--- src/rtl/fseq_pkg.sv ---
package fseq_pkg;
  localparam logic [7:0] OP_RDSR = 8'h05;
  localparam logic [7:0] OP_WREN = 8'h06;
  localparam logic [7:0] OP_WRDI = 8'h04;
  localparam logic [7:0] OP_SE   = 8'h20;
  localparam logic [7:0] OP_CE   = 8'hC7;
  localparam logic [7:0] OP_PP   = 8'h02;

  localparam logic [1:0] K_SECT = 2'd0;
  localparam logic [1:0] K_CHIP = 2'd1;
  localparam logic [1:0] K_PROG = 2'd2;

  typedef enum logic [2:0] {
    RC_OK      = 3'd0,
    RC_BUSY    = 3'd1,
    RC_PROT    = 3'd2,
    RC_TIMEOUT = 3'd3,
    RC_BADREQ  = 3'd4
  } rc_e;

  typedef enum logic [3:0] {
    S_IDLE, S_CHK, S_EVAL, S_WEN, S_WEN_RD, S_OP, S_GAP, S_POLL, S_WDIS, S_WDIS_RD
  } st_e;
endpackage

--- src/rtl/fseq_prot.sv ---
module fseq_prot #(
  parameter int ADDR_W     = 24,
  parameter int SECT_SHIFT = 12,
  parameter int BLK_SHIFT  = 16,
  parameter int PROT_TOP   = 32'h0020_0000
) (
  input  logic [4:0]        prot_bits,  // {unit, tb, bp[2:0]}
  input  logic [ADDR_W-1:0] addr,
  output logic              hit
);
  localparam int AW1 = ADDR_W + 1;

  logic [2:0]     bp;
  logic [AW1-1:0] unit, size, lo, hi, a_ext;

  always_comb begin
    bp    = prot_bits[2:0];
    unit  = prot_bits[4] ? (AW1'(1) << SECT_SHIFT) : (AW1'(1) << BLK_SHIFT);
    size  = unit << (bp - 3'd1);
    a_ext = {1'b0, addr};
    if (prot_bits[3]) begin
      lo = '0;
      hi = size;
    end else begin
      hi = AW1'(PROT_TOP);
      lo = hi - size;
    end
    if (bp == 3'd0)      hit = 1'b0;
    else if (bp >= 3'd6) hit = 1'b1;
    else                 hit = (a_ext >= lo) && (a_ext < hi);
  end
endmodule

--- src/rtl/fseq_pacer.sv ---
module fseq_pacer #(
  parameter int GAP_W = 16,
  parameter int LIM_W = 16
) (
  input  logic             clk,
  input  logic             rst_n,
  input  logic             load,
  input  logic [GAP_W-1:0] gap,
  input  logic             cnt_clr,
  input  logic             cnt_inc,
  input  logic [LIM_W-1:0] limit,
  output logic             expired,
  output logic             last_poll
);
  logic [GAP_W-1:0] gap_q, gap_d;
  logic [LIM_W-1:0] polls_q, polls_d;

  always_comb begin
    gap_d = gap_q;
    if (load)              gap_d = gap;
    else if (gap_q != '0)  gap_d = gap_q - 1'b1;
    polls_d = polls_q;
    if (cnt_clr)           polls_d = '0;
    else if (cnt_inc)      polls_d = polls_q + 1'b1;
  end

  always_ff @(posedge clk or negedge rst_n) begin
    if (!rst_n) begin
      gap_q   <= '0;
      polls_q <= '0;
    end else begin
      gap_q   <= gap_d;
      polls_q <= polls_d;
    end
  end

  assign expired   = (gap_q == '0);
  assign last_poll = ({1'b0, polls_q} + 1'b1) >= {1'b0, limit};

  // the busy-poll count never passes the limit while the limit is steady
  p_poll_bound_r8: assert property (@(posedge clk) disable iff (!rst_n)
    cnt_inc |-> !last_poll);
endmodule

--- src/rtl/fseq_ctrl.sv ---
module fseq_ctrl
  import fseq_pkg::*;
#(
  parameter int ADDR_W     = 24,
  parameter int LEN_W      = 24,
  parameter int PAGE_SHIFT = 8,
  parameter int SECT_SHIFT = 12
) (
  input  logic                clk,
  input  logic                rst_n,
  input  logic                req_valid,
  output logic                req_ready,
  input  logic [1:0]          req_kind,
  input  logic [ADDR_W-1:0]   req_addr,
  input  logic [LEN_W-1:0]    req_len,
  output logic                cmd_valid,
  input  logic                cmd_ready,
  output logic [7:0]          cmd_op,
  output logic                cmd_has_addr,
  output logic [ADDR_W-1:0]   cmd_addr,
  output logic [PAGE_SHIFT:0] cmd_wlen,
  output logic                cmd_rd,
  input  logic                rsp_valid,
  input  logic [7:0]          rsp_byte,
  input  logic                prot_hit,
  output logic [4:0]          prot_bits,
  output logic                pace_load,
  input  logic                pace_expired,
  output logic                cnt_clr,
  output logic                cnt_inc,
  input  logic                last_poll,
  output logic                prog_inflight,
  output logic                done,
  output logic [2:0]          done_code
);
  localparam int PG_W = LEN_W - PAGE_SHIFT;
  localparam int PAGE_BYTES = 1 << PAGE_SHIFT;

  st_e               st_q, st_d;
  logic [1:0]        kind_q, kind_d;
  logic [ADDR_W-1:0] addr_q, addr_d;
  logic [PG_W-1:0]   pages_q, pages_d;
  logic              sbusy_q, sbusy_d;
  logic [4:0]        sprot_q, sprot_d;
  logic              inflight_q, inflight_d;
  logic              done_q, done_d;
  rc_e               code_q, code_d;
  logic              wel_seen_q, wel_seen_d;
  logic              is_cmd, fire;

  always_comb begin
    is_cmd = (st_q == S_CHK) || (st_q == S_WEN) || (st_q == S_WEN_RD) || (st_q == S_OP) ||
             (st_q == S_POLL) || (st_q == S_WDIS) || (st_q == S_WDIS_RD);
    cmd_valid = is_cmd && !inflight_q;
    fire      = inflight_q && rsp_valid;
  end

  always_comb begin
    st_d = st_q; kind_d = kind_q; addr_d = addr_q; pages_d = pages_q;
    sbusy_d = sbusy_q; sprot_d = sprot_q; inflight_d = inflight_q;
    done_d = 1'b0; code_d = code_q; wel_seen_d = wel_seen_q;
    pace_load = 1'b0; cnt_clr = 1'b0; cnt_inc = 1'b0;
    if (cmd_valid && cmd_ready) inflight_d = 1'b1;
    if (fire)                   inflight_d = 1'b0;
    case (st_q)
      S_IDLE: begin
        wel_seen_d = 1'b0;
        if (req_valid) begin
          kind_d  = req_kind;
          pages_d = req_len[LEN_W-1:PAGE_SHIFT];
          case (req_kind)
            K_SECT: begin
              addr_d = {req_addr[ADDR_W-SECT_SHIFT-1:0], {SECT_SHIFT{1'b0}}};
              st_d   = S_CHK;
            end
            K_CHIP: begin
              addr_d = '0;
              st_d   = S_CHK;
            end
            K_PROG: begin
              addr_d = req_addr;
              if (req_len[PAGE_SHIFT-1:0] != '0 || req_len[LEN_W-1:PAGE_SHIFT] == '0) begin
                done_d = 1'b1; code_d = RC_BADREQ;
              end else begin
                st_d = S_WEN;
              end
            end
            default: begin
              done_d = 1'b1; code_d = RC_BADREQ;
            end
          endcase
        end
      end
      S_CHK: if (fire) begin
        sbusy_d = rsp_byte[0];
        sprot_d = rsp_byte[6:2];
        st_d    = S_EVAL;
      end
      S_EVAL: begin
        if (kind_q == K_SECT) begin
          if (sbusy_q)       begin done_d = 1'b1; code_d = RC_BUSY; st_d = S_IDLE; end
          else if (prot_hit) begin done_d = 1'b1; code_d = RC_PROT; st_d = S_IDLE; end
          else               st_d = S_WEN;
        end else begin
          if (sprot_q[2:0] != 3'd0) begin done_d = 1'b1; code_d = RC_PROT; st_d = S_IDLE; end
          else                      st_d = S_WEN;
        end
      end
      S_WEN: if (fire) st_d = S_WEN_RD;
      S_WEN_RD: if (fire) begin
        if (rsp_byte[1]) begin wel_seen_d = 1'b1; st_d = S_OP; end
        else             st_d = S_WEN;
      end
      S_OP: if (fire) begin
        cnt_clr = 1'b1; pace_load = 1'b1; st_d = S_GAP;
      end
      S_GAP: if (pace_expired) st_d = S_POLL;
      S_POLL: if (fire) begin
        if (rsp_byte[0]) begin
          if (last_poll) begin done_d = 1'b1; code_d = RC_TIMEOUT; st_d = S_IDLE; end
          else begin cnt_inc = 1'b1; pace_load = 1'b1; st_d = S_GAP; end
        end else if (kind_q == K_PROG) begin
          st_d = S_WDIS;
        end else begin
          done_d = 1'b1; code_d = RC_OK; st_d = S_IDLE;
        end
      end
      S_WDIS: if (fire) st_d = S_WDIS_RD;
      S_WDIS_RD: if (fire) begin
        if (!rsp_byte[1]) begin
          wel_seen_d = 1'b0;
          if (pages_q == PG_W'(1)) begin
            done_d = 1'b1; code_d = RC_OK; st_d = S_IDLE;
          end else begin
            pages_d = pages_q - 1'b1;
            addr_d  = addr_q + ADDR_W'(PAGE_BYTES);
            st_d    = S_WEN;
          end
        end else begin
          st_d = S_WDIS;
        end
      end
      default: st_d = S_IDLE;
    endcase
  end

  always_ff @(posedge clk or negedge rst_n) begin
    if (!rst_n) begin
      st_q <= S_IDLE; kind_q <= '0; addr_q <= '0; pages_q <= '0;
      sbusy_q <= 1'b0; sprot_q <= '0; inflight_q <= 1'b0;
      done_q <= 1'b0; code_q <= RC_OK; wel_seen_q <= 1'b0;
    end else begin
      st_q <= st_d; kind_q <= kind_d; addr_q <= addr_d; pages_q <= pages_d;
      sbusy_q <= sbusy_d; sprot_q <= sprot_d; inflight_q <= inflight_d;
      done_q <= done_d; code_q <= code_d; wel_seen_q <= wel_seen_d;
    end
  end

  always_comb begin
    cmd_op = OP_RDSR; cmd_has_addr = 1'b0; cmd_wlen = '0; cmd_rd = 1'b0;
    cmd_addr = addr_q;
    case (st_q)
      S_WEN:  cmd_op = OP_WREN;
      S_WDIS: cmd_op = OP_WRDI;
      S_OP: begin
        case (kind_q)
          K_SECT:  begin cmd_op = OP_SE; cmd_has_addr = 1'b1; end
          K_CHIP:  cmd_op = OP_CE;
          default: begin cmd_op = OP_PP; cmd_has_addr = 1'b1; cmd_wlen = (PAGE_SHIFT+1)'(PAGE_BYTES); end
        endcase
      end
      default: cmd_rd = 1'b1;
    endcase
  end

  assign req_ready     = (st_q == S_IDLE);
  assign prot_bits     = sprot_q;
  assign prog_inflight = (st_q == S_OP) && (kind_q == K_PROG) && inflight_q;
  assign done          = done_q;
  assign done_code     = code_q;

  p_cmd_hold_r1: assert property (@(posedge clk) disable iff (!rst_n)
    cmd_valid && !cmd_ready |=> cmd_valid && $stable(cmd_op) && $stable(cmd_addr));
  p_status_read_r1: assert property (@(posedge clk) disable iff (!rst_n)
    cmd_valid && cmd_rd |-> cmd_op == OP_RDSR && !cmd_has_addr && cmd_wlen == '0);
  p_op_needs_wel_r2: assert property (@(posedge clk) disable iff (!rst_n)
    cmd_valid && (cmd_op == OP_SE || cmd_op == OP_CE || cmd_op == OP_PP) |-> wel_seen_q);
  p_sect_align_r4: assert property (@(posedge clk) disable iff (!rst_n)
    cmd_valid && cmd_op == OP_SE |-> cmd_addr[SECT_SHIFT-1:0] == '0);
  p_pp_shape_r9: assert property (@(posedge clk) disable iff (!rst_n)
    cmd_valid && cmd_op == OP_PP |-> cmd_has_addr && cmd_wlen == (PAGE_SHIFT+1)'(PAGE_BYTES));
  p_done_pulse_r11: assert property (@(posedge clk) disable iff (!rst_n)
    done |=> !done);
  p_idle_quiet_r11: assert property (@(posedge clk) disable iff (!rst_n)
    req_ready |-> !cmd_valid && !inflight_q);
endmodule

--- src/rtl/flash_maint_seq.sv ---
module flash_maint_seq #(
  parameter int ADDR_W     = 24,
  parameter int LEN_W      = 24,
  parameter int PAGE_SHIFT = 8,
  parameter int SECT_SHIFT = 12,
  parameter int BLK_SHIFT  = 16,
  parameter int PROT_TOP   = 32'h0020_0000,
  parameter int GAP_W      = 16,
  parameter int LIM_W      = 16
) (
  input  logic                clk,
  input  logic                rst_n,
  input  logic                req_valid,
  output logic                req_ready,
  input  logic [1:0]          req_kind,
  input  logic [ADDR_W-1:0]   req_addr,
  input  logic [LEN_W-1:0]    req_len,
  input  logic [GAP_W-1:0]    cfg_poll_gap,
  input  logic [LIM_W-1:0]    cfg_poll_limit,
  output logic                cmd_valid,
  input  logic                cmd_ready,
  output logic [7:0]          cmd_op,
  output logic                cmd_has_addr,
  output logic [ADDR_W-1:0]   cmd_addr,
  output logic [PAGE_SHIFT:0] cmd_wlen,
  output logic                cmd_rd,
  input  logic                rsp_valid,
  input  logic [7:0]          rsp_byte,
  input  logic                eng_pull,
  output logic [7:0]          eng_data,
  output logic                src_pull,
  input  logic [7:0]          src_data,
  output logic                done,
  output logic [2:0]          done_code
);
  logic       prot_hit, pace_load, pace_expired, cnt_clr, cnt_inc, last_poll, prog_inflight;
  logic [4:0] prot_bits;

  fseq_ctrl #(.ADDR_W(ADDR_W), .LEN_W(LEN_W), .PAGE_SHIFT(PAGE_SHIFT), .SECT_SHIFT(SECT_SHIFT)) u_ctrl (
    .clk(clk), .rst_n(rst_n),
    .req_valid(req_valid), .req_ready(req_ready), .req_kind(req_kind),
    .req_addr(req_addr), .req_len(req_len),
    .cmd_valid(cmd_valid), .cmd_ready(cmd_ready), .cmd_op(cmd_op),
    .cmd_has_addr(cmd_has_addr), .cmd_addr(cmd_addr), .cmd_wlen(cmd_wlen), .cmd_rd(cmd_rd),
    .rsp_valid(rsp_valid), .rsp_byte(rsp_byte),
    .prot_hit(prot_hit), .prot_bits(prot_bits),
    .pace_load(pace_load), .pace_expired(pace_expired),
    .cnt_clr(cnt_clr), .cnt_inc(cnt_inc), .last_poll(last_poll),
    .prog_inflight(prog_inflight), .done(done), .done_code(done_code)
  );

  fseq_prot #(.ADDR_W(ADDR_W), .SECT_SHIFT(SECT_SHIFT), .BLK_SHIFT(BLK_SHIFT), .PROT_TOP(PROT_TOP)) u_prot (
    .prot_bits(prot_bits), .addr(cmd_addr), .hit(prot_hit)
  );

  fseq_pacer #(.GAP_W(GAP_W), .LIM_W(LIM_W)) u_pacer (
    .clk(clk), .rst_n(rst_n), .load(pace_load), .gap(cfg_poll_gap),
    .cnt_clr(cnt_clr), .cnt_inc(cnt_inc), .limit(cfg_poll_limit),
    .expired(pace_expired), .last_poll(last_poll)
  );

  assign src_pull = eng_pull && prog_inflight;
  assign eng_data = src_data;

  // client data is consumed only while a page write is in flight
  p_pull_gate_r12: assert property (@(posedge clk) disable iff (!rst_n)
    src_pull |-> cmd_op == 8'h02 && !cmd_valid);
endmodule

--- config.mk ---
export PLATFORM = sky130hd
export DESIGN_NAME = flash_maint_seq
export DESIGN_NICKNAME = d
export VERILOG_FILES = /design/src/rtl/fseq_pkg.sv /design/src/rtl/fseq_prot.sv /design/src/rtl/fseq_pacer.sv /design/src/rtl/fseq_ctrl.sv /design/src/rtl/flash_maint_seq.sv
export SDC_FILE = /design/constraint.sdc
export NUM_CORES = 1
export LEC_CHECK = 0
export BUFFER_PORTS_ARGS = -buffer_cell sky130_fd_sc_hd__buf_2
export CAP_MARGIN = 20
export CORE_AREA = 5 5 115 117
export DETAILED_ROUTE_END_ITERATION = 10
export DIE_AREA = 0 0 120 122
export HOLD_SLACK_MARGIN = 0.03
export PLACE_DENSITY = 0.91
export SYNTH_ARGS = -nofsm -noshare
export SYNTH_HDL_FRONTEND = slang
export SYNTH_SLANG_ARGS = --single-unit
export TNS_END_PERCENT = 30
--- constraint.sdc ---
create_clock -name clk -period 12.95 [get_ports clk]
set_clock_uncertainty 0.05 [all_clocks]
set_input_delay 1.295 -clock clk [delete_from_list [all_inputs] [get_ports clk]]
set_output_delay 1.295 -clock clk [all_outputs]
set_load 0.1 [all_outputs]
==> Word level (Yosys, flattened, before mapping) <==
Index checks and enable logic that the tools add are counted.
Widths: inputs -> output; s select.
{ "totals": {"input_bits": 104, "out_inout_bits": 58, "register_bits": 89} }
{ "classes": {"shift": 1, "n_eq_ne": 35, "order_cmp": 4, "n_addsub": 7, "reduce_logical": 38, "mux": 88} }
{ "op_table": {"columns": ["op", "count"], "rows": [
  ["$mux 16", 8],
  ["$mux 24", 4],
  ["$pmux 24 s3", 1],
  ["$mux 4", 15],
  ["$mux 25", 2],
  ["$pmux 24 s2", 1],
  ["$mux 3", 15],
  ["$pmux 4 s10", 1],
  ["$logic_not 16->1", 2],
  ["$pmux 16 s2", 1],
  ["$sub 16x1->16 const B", 2],
  ["$mux 1", 26],
  ["$ge 24x25->1", 1],
  ["$lt 24x25->1", 1],
  ["$shl 25x3->25", 1],
  ["$sub 22x25->25 const A", 1],
  ["$add 24x9->24 const B", 1],
  ["$pmux 8 s3", 1],
  ["$mux 9", 2],
  ["$add 16x1->17 const B", 1],
  ["$ge 17x16->1", 1],
  ["$mux 17", 1],
  ["$add 16x1->16 const B", 1],
  ["$eq 16x1->1 const B", 1],
  ["40 further kinds", 82]
]} }

==> Depth between registers and ports, before layout <==
{ "logic_depth": {"ltp_word": 12, "mapped_depth": 20} }

==> By module <==
From an unflattened synthesis, not the netlist that was laid out.
{ "unflattened": {"cells_unflattened": 872, "hier_area_um2": 7303.3} }
{ "by_module_without_submodules": {"columns": ["mod", "area_per_inst_um2", "cells_per_inst", "seq_area_each_um2", "n_inst"], "rows": [
  ["fseq_ctrl", 3911.3, 460, 1426.4, 1],
  ["fseq_pacer", 2441.1, 281, 800.8, 1],
  ["fseq_prot", 884.6, 122, 0.0, 1],
  ["flash_maint_seq", 66.3, 9, 0.0, 1]
]} }

==> Worst setup path before layout <==
OpenSTA, ideal clock, no wires.
{ "synth_timing": {"path_type": "input to output", "startpoint": "input eng_pull", "endpoint": "output src_pull", "required_time_ns": 11.605, "arrival_time_ns": 4.155, "path_stages": 2, "slack_ns": 7.450, "path_cell_list": "nand2_1 > nor4_1"} }
{ "synth_via": {"elab_chain_len": 1} }
{ "synth_lines": {"columns": ["item", "line", "text"], "rows": [
  ["start: declaration", "flash_maint_seq.sv:29", "input logic eng_pull,"],
  ["$logic_and 1x1->1", "flash_maint_seq.sv:62", "assign src_pull = eng_pull && prog_inflight;"],
  ["end: declaration", "flash_maint_seq.sv:31", "output logic src_pull,"]
]} }
Every way passes these cells.

==> Final worst setup path <==
{ "layout_timing": {"startpoint": "register u_ctrl.sprot_q[0], in the netlist u_ctrl.prot_bits[0]", "endpoint": "register u_ctrl.code_q[2], in the netlist u_ctrl.done_code[2]"} }
{ "layout_via": {"elab_chain_len": 10, "elab_cells_between_ends": 16} }
{ "layout_lines": {"columns": ["item", "line", "text"], "rows": [
  ["start: declaration", "fseq_ctrl.sv:44", "logic [4:0] sprot_q, sprot_d;"],
  ["start signal: assignment", "fseq_ctrl.sv:154", "sbusy_q <= sbusy_d; sprot_q <= sprot_d; inflight_q <= inflight_d;"],
  ["$sub 3x1->3", "fseq_prot.sv:19", "size = unit << (bp - 3'd1);"],
  ["$shl 25x3->25", "fseq_prot.sv:19", null],
  ["$sub 22x25->25", "fseq_prot.sv:26", "lo = hi - size;"],
  ["$mux 25", "fseq_prot.sv:21", "if (prot_bits[3]) begin"],
  ["$ge 24x25->1", "fseq_prot.sv:30", "else hit = (a_ext >= lo) && (a_ext < hi);"],
  ["$logic_and 1x1->1", "fseq_prot.sv:30", null],
  ["$mux 1", "fseq_prot.sv:29", "else if (bp >= 3'd6) hit = 1'b1;"],
  ["$mux 1", "fseq_prot.sv:28", "if (bp == 3'd0) hit = 1'b0;"],
  ["$ne 4x3->1 (no line)", null, null],
  ["$reduce_and 12->1 (no line) (*)", null, null],
  ["end signal: assignment", "fseq_ctrl.sv:155", "done_q <= done_d; code_q <= code_d; wel_seen_q <= wel_seen_d;"],
  ["end: declaration", "fseq_ctrl.sv:47", "rc_e code_q, code_d;"]
]} }
Every way passes the cells marked *; elsewhere a longest branch is shown, timed or not.
A chain may end at the register's enable or synchronous reset.

==> impl_metrics.env <==
export IMPL_fin_crit_sh_pct=41.5
export IMPL_path_common_cell="ha_1"
export IMPL_antenna_found_initial=2
export IMPL_wl_per_cell_um=16.5
export IMPL_cp_required_ps=13130
export IMPL_synth_common_cells="92 x nand2_1, 89 x dfrtp_1, 70 x nor2_1, 70 x o21ai_0, 58 x a21oi_1"
export IMPL_synth_async_reset_ratio_pct=100
export IMPL_setup_violations=0
export IMPL_worst_slack_ps=7580
export IMPL_synth_seq_cells=89
export IMPL_clkPwrFrac_pct=14.0
export IMPL_crit_chain="inv_1, ha_1, xnor2_1, and2_1, nand3_1, ha_1, nand3_1, nand2_1, a221oi_1, o21ai_0, ha_1, a21oi_1, nor2_1, a2111oi_0, o32a_1, a21oi_1, o211ai_1, mux2_2"
export IMPL_cp_end_kind="flip-flop"
export IMPL_dr_pass1_iters=6
export IMPL_rsz0062_at_grt="false"
export IMPL_cp_startpoint="u_ctrl.prot_bits[0]"
export IMPL_synth_avg_cell_area_um2=8.16
export IMPL_worstMarginPinSlew_ps=1000
export IMPL_grt_max_degree=49
export IMPL_routed_wl_um=18500
export IMPL_pre_cts_slack_ps=7760
export IMPL_postCtsHoldBufs=0
export IMPL_viasPerCell=6.17
export IMPL_drc=0
export IMPL_grt_pass1_vias=6355
export IMPL_cts_tree="done"
export IMPL_hold_viol=0
export IMPL_grt_usage_pct=25.2
export IMPL_p_switching_w=0.00109
export IMPL_dieHeight_um=122
export IMPL_num_io_pins=162
export IMPL_arrival_ps=5550
export IMPL_fin_area_um2=8020
export IMPL_cts_sinks=89
export IMPL_outcome="completed"
export IMPL_yosys_warnings=0
export IMPL_maxCapViolations=0
export IMPL_die_x_um=120
export IMPL_drive_above_1_share_pct=20.5
export IMPL_ctsResizeCount=0
export IMPL_start_util_pct=57.4
export IMPL_setup_tns_ps=0
export IMPL_synth_most_common_cell="nand2_1"
export IMPL_p_seq_share_pct=27.8
export IMPL_crit_fanout=15
export IMPL_yosysUniqueCellTypes=66
export IMPL_slew_viol_final=0
export IMPL_port_buffers=134
export IMPL_grt_ovfl_total=0
export IMPL_yosys_area_top_type="dfrtp_1"
export IMPL_p_int_w=0.000908
export IMPL_core_um2=12300
export IMPL_worst_setup_path_type="reg2reg"
export IMPL_start_kind="flip-flop"
export IMPL_die_area_um2=14600
export IMPL_hold_class="reg2reg"
export IMPL_power_density_nw_per_um2=249
export IMPL_synth_area_leaders="dfrtp_1 32%, ha_1 9.4%, o21ai_0 5.0%"
export IMPL_hpwl_um=13600
export IMPL_synth_edf_count=0
export IMPL_cts_buffers=9
export IMPL_ant_nets=0
export IMPL_fin_nets=1121
export IMPL_hold_path_cell_count=2
export IMPL_gp_congestion=0.923
export IMPL_p_comb_share_pct=58.2
export IMPL_cts_max_level=3
export IMPL_synthCells=862
export IMPL_synth_seq_area_share_pct=31.7
export IMPL_max_slew_margin_pct=32.8
export IMPL_ir_drop_mv=0.147
export IMPL_p_sw_share_pct=54.5
export IMPL_min_delay_start="u_ctrl.cmd_addr[5]"
export IMPL_drt_iter0_drc=627
export IMPL_worstSkewPairLatency_ps=350
export IMPL_reg2reg_depth=18
export IMPL_crit_slowest_cell="dfrtp_1"
export IMPL_synth_flop_cell="dfrtp_1"
export IMPL_slowest_delay_ps=600
export IMPL_clk_path_buf_depth=2
export IMPL_clk_pin_slew_worst_paths_ps=60
export IMPL_cts_root_buffer="clkbuf_16"
export IMPL_num_vias=6914
export IMPL_nFillCells=1054
export IMPL_yosysTopAreaCellShare_pct=31.7
export IMPL_min_period_ps=5370
export IMPL_syn2layout_area_growth_pct=14.0
export IMPL_holdWs_ps=433
export IMPL_syn_area_um2=7030
export IMPL_max_freq_mhz=186
export IMPL_placementRows=41
export IMPL_leakagePower_nw=3.70
export IMPL_cts_setup_buffers=0
export IMPL_grt_pass1_wl_um=30500
export IMPL_reg2reg_from="u_ctrl.prot_bits[0]"
export IMPL_postPlaceCellArea_um2=7690
==> flip-flops by register name, indices dropped and copies added, names as in the netlist <==
| name | cells |
|---|---|
| u_ctrl.cmd_addr | 24 |
| u_ctrl.pages_q | 16 |
| u_pacer.gap_q | 16 |
| u_pacer.polls_q | 16 |
| u_ctrl.prot_bits | 5 |
| u_ctrl.st_q | 4 |
| u_ctrl.done_code | 3 |
| u_ctrl.kind_q | 2 |
| u_ctrl.done | 1 |
| u_ctrl.inflight_q | 1 |
| u_ctrl.sbusy_q | 1 |
==> per-stage QoR <==
stage          util, %  power, W  instances
2_1_floorplan        -   0.00147        871
3_3_place_gp      62.7   0.00166       1101
3_5_place_dp      62.7   0.00170       1101
4_1_cts           65.3   0.00198       1117
5_1_grt           65.4   0.00213       1120
6_report          65.4   0.00199       1120
==> cells in the final DEF, fill, tap and decap left out, types with 9 or more instances in the layout <==
| cell | Yosys | routed |
|---|---|---|
| buf_2 | 0 | 133 |
| nand2_1 | 92 | 92 |
| dfrtp_1 | 89 | 89 |
| o21ai_0 | 70 | 70 |
| nor2_1 | 70 | 69 |
| a21oi_1 | 58 | 58 |
| ha_1 | 53 | 53 |
| inv_1 | 43 | 43 |
| nand3_1 | 38 | 38 |
| nor3_1 | 27 | 27 |
| mux2_2 | 26 | 26 |
| xnor2_1 | 17 | 17 |
| nor4_1 | 15 | 15 |
| a22oi_1 | 15 | 15 |
| o41ai_1 | 12 | 12 |
| o311ai_0 | 12 | 12 |
| xor2_1 | 11 | 11 |
| nand4_1 | 11 | 11 |
| nand2b_1 | 11 | 11 |
| conb_1 | 1 | 10 |
| buf_4 | 19 | 10 |
| and2_1 | 9 | 9 |
| o31ai_1 | 10 | 9 |
| clkbuf_16 | 0 | 9 |
==> worst paths after layout <==
kind	end	slack, ps
max	u_ctrl.done_code[2]	7580
min	u_ctrl.cmd_addr[5]	430
max reg2reg	u_ctrl.done_code[2]	7580
min reg2reg	u_ctrl.cmd_addr[5]	430
max in group asynchronous	u_ctrl.cmd_addr[18]	10950
min in group asynchronous	u_pacer.gap_q[10]	870
==> area by class of cell <==
type	instances	area, µm²	share of cell area (%)
Tap cell	150	188	2.34
Clock buffer	10	229	2.85
Inverter	44	165	2.06
Antenna cell	1	2.50	0.0312
Timing Repair Buffer	143	741	9.24
Clock inverter	6	82.6	1.03
Sequential cell	89	2230	27.8
Multi-Input combinational cell	677	4390	54.7
==> power groups by stage <==
stage / Sequential, W / Clock (W) / Combinational [W]
floorplan: 0.000764 / 0 / 0.000704
global placement: 0.000545 / 0 / 0.00111
detailed placement: 0.000553 / 0 / 0.00115
CTS: 0.000550 / 0.000281 / 0.00115
global route: 0.000575 / 0.000292 / 0.00126
finish: 0.000555 / 0.000279 / 0.00116
==> worst max-delay path: cells and delay by family, from the launching register on <==
family | cells | cell delay (ps)
compound gates | 7 | 1650
xor+xnor | 1 | 560
fa+ha+maj | 3 | 970
buf+inv | 1 | 200
flops | 1 | 600
mux | 1 | 380
simple gates | 5 | 850
==> logic make-up (layout without fill, tap and decap cells) <==
family | Yosys count | in the layout | synth area share, %
xor gates and xnor gates | 28 | 28 | 3.49
AOI/OAI and AO/OA | 243 | 243 | 22.5
DFF | 89 | 89 | 31.7
and+or+nand+nor | 316 | 316 | 21.9
muxes | 27 | 27 | 4.31
other | 1 | 11 | 0.0533
buffers and inverters | 105 | 203 | 6.62
adders and majority gates | 53 | 53 | 9.43
==> routing by layer <==
metal | wire [µm] | global-route usage [%]
met5 | 7 | 0
met4 | 375 | 8.95
met3 | 1350 | 4.60
met2 | 8780 | 40.1
met1 | 8000 | 34.7
(Power assumes the default switching activity.)
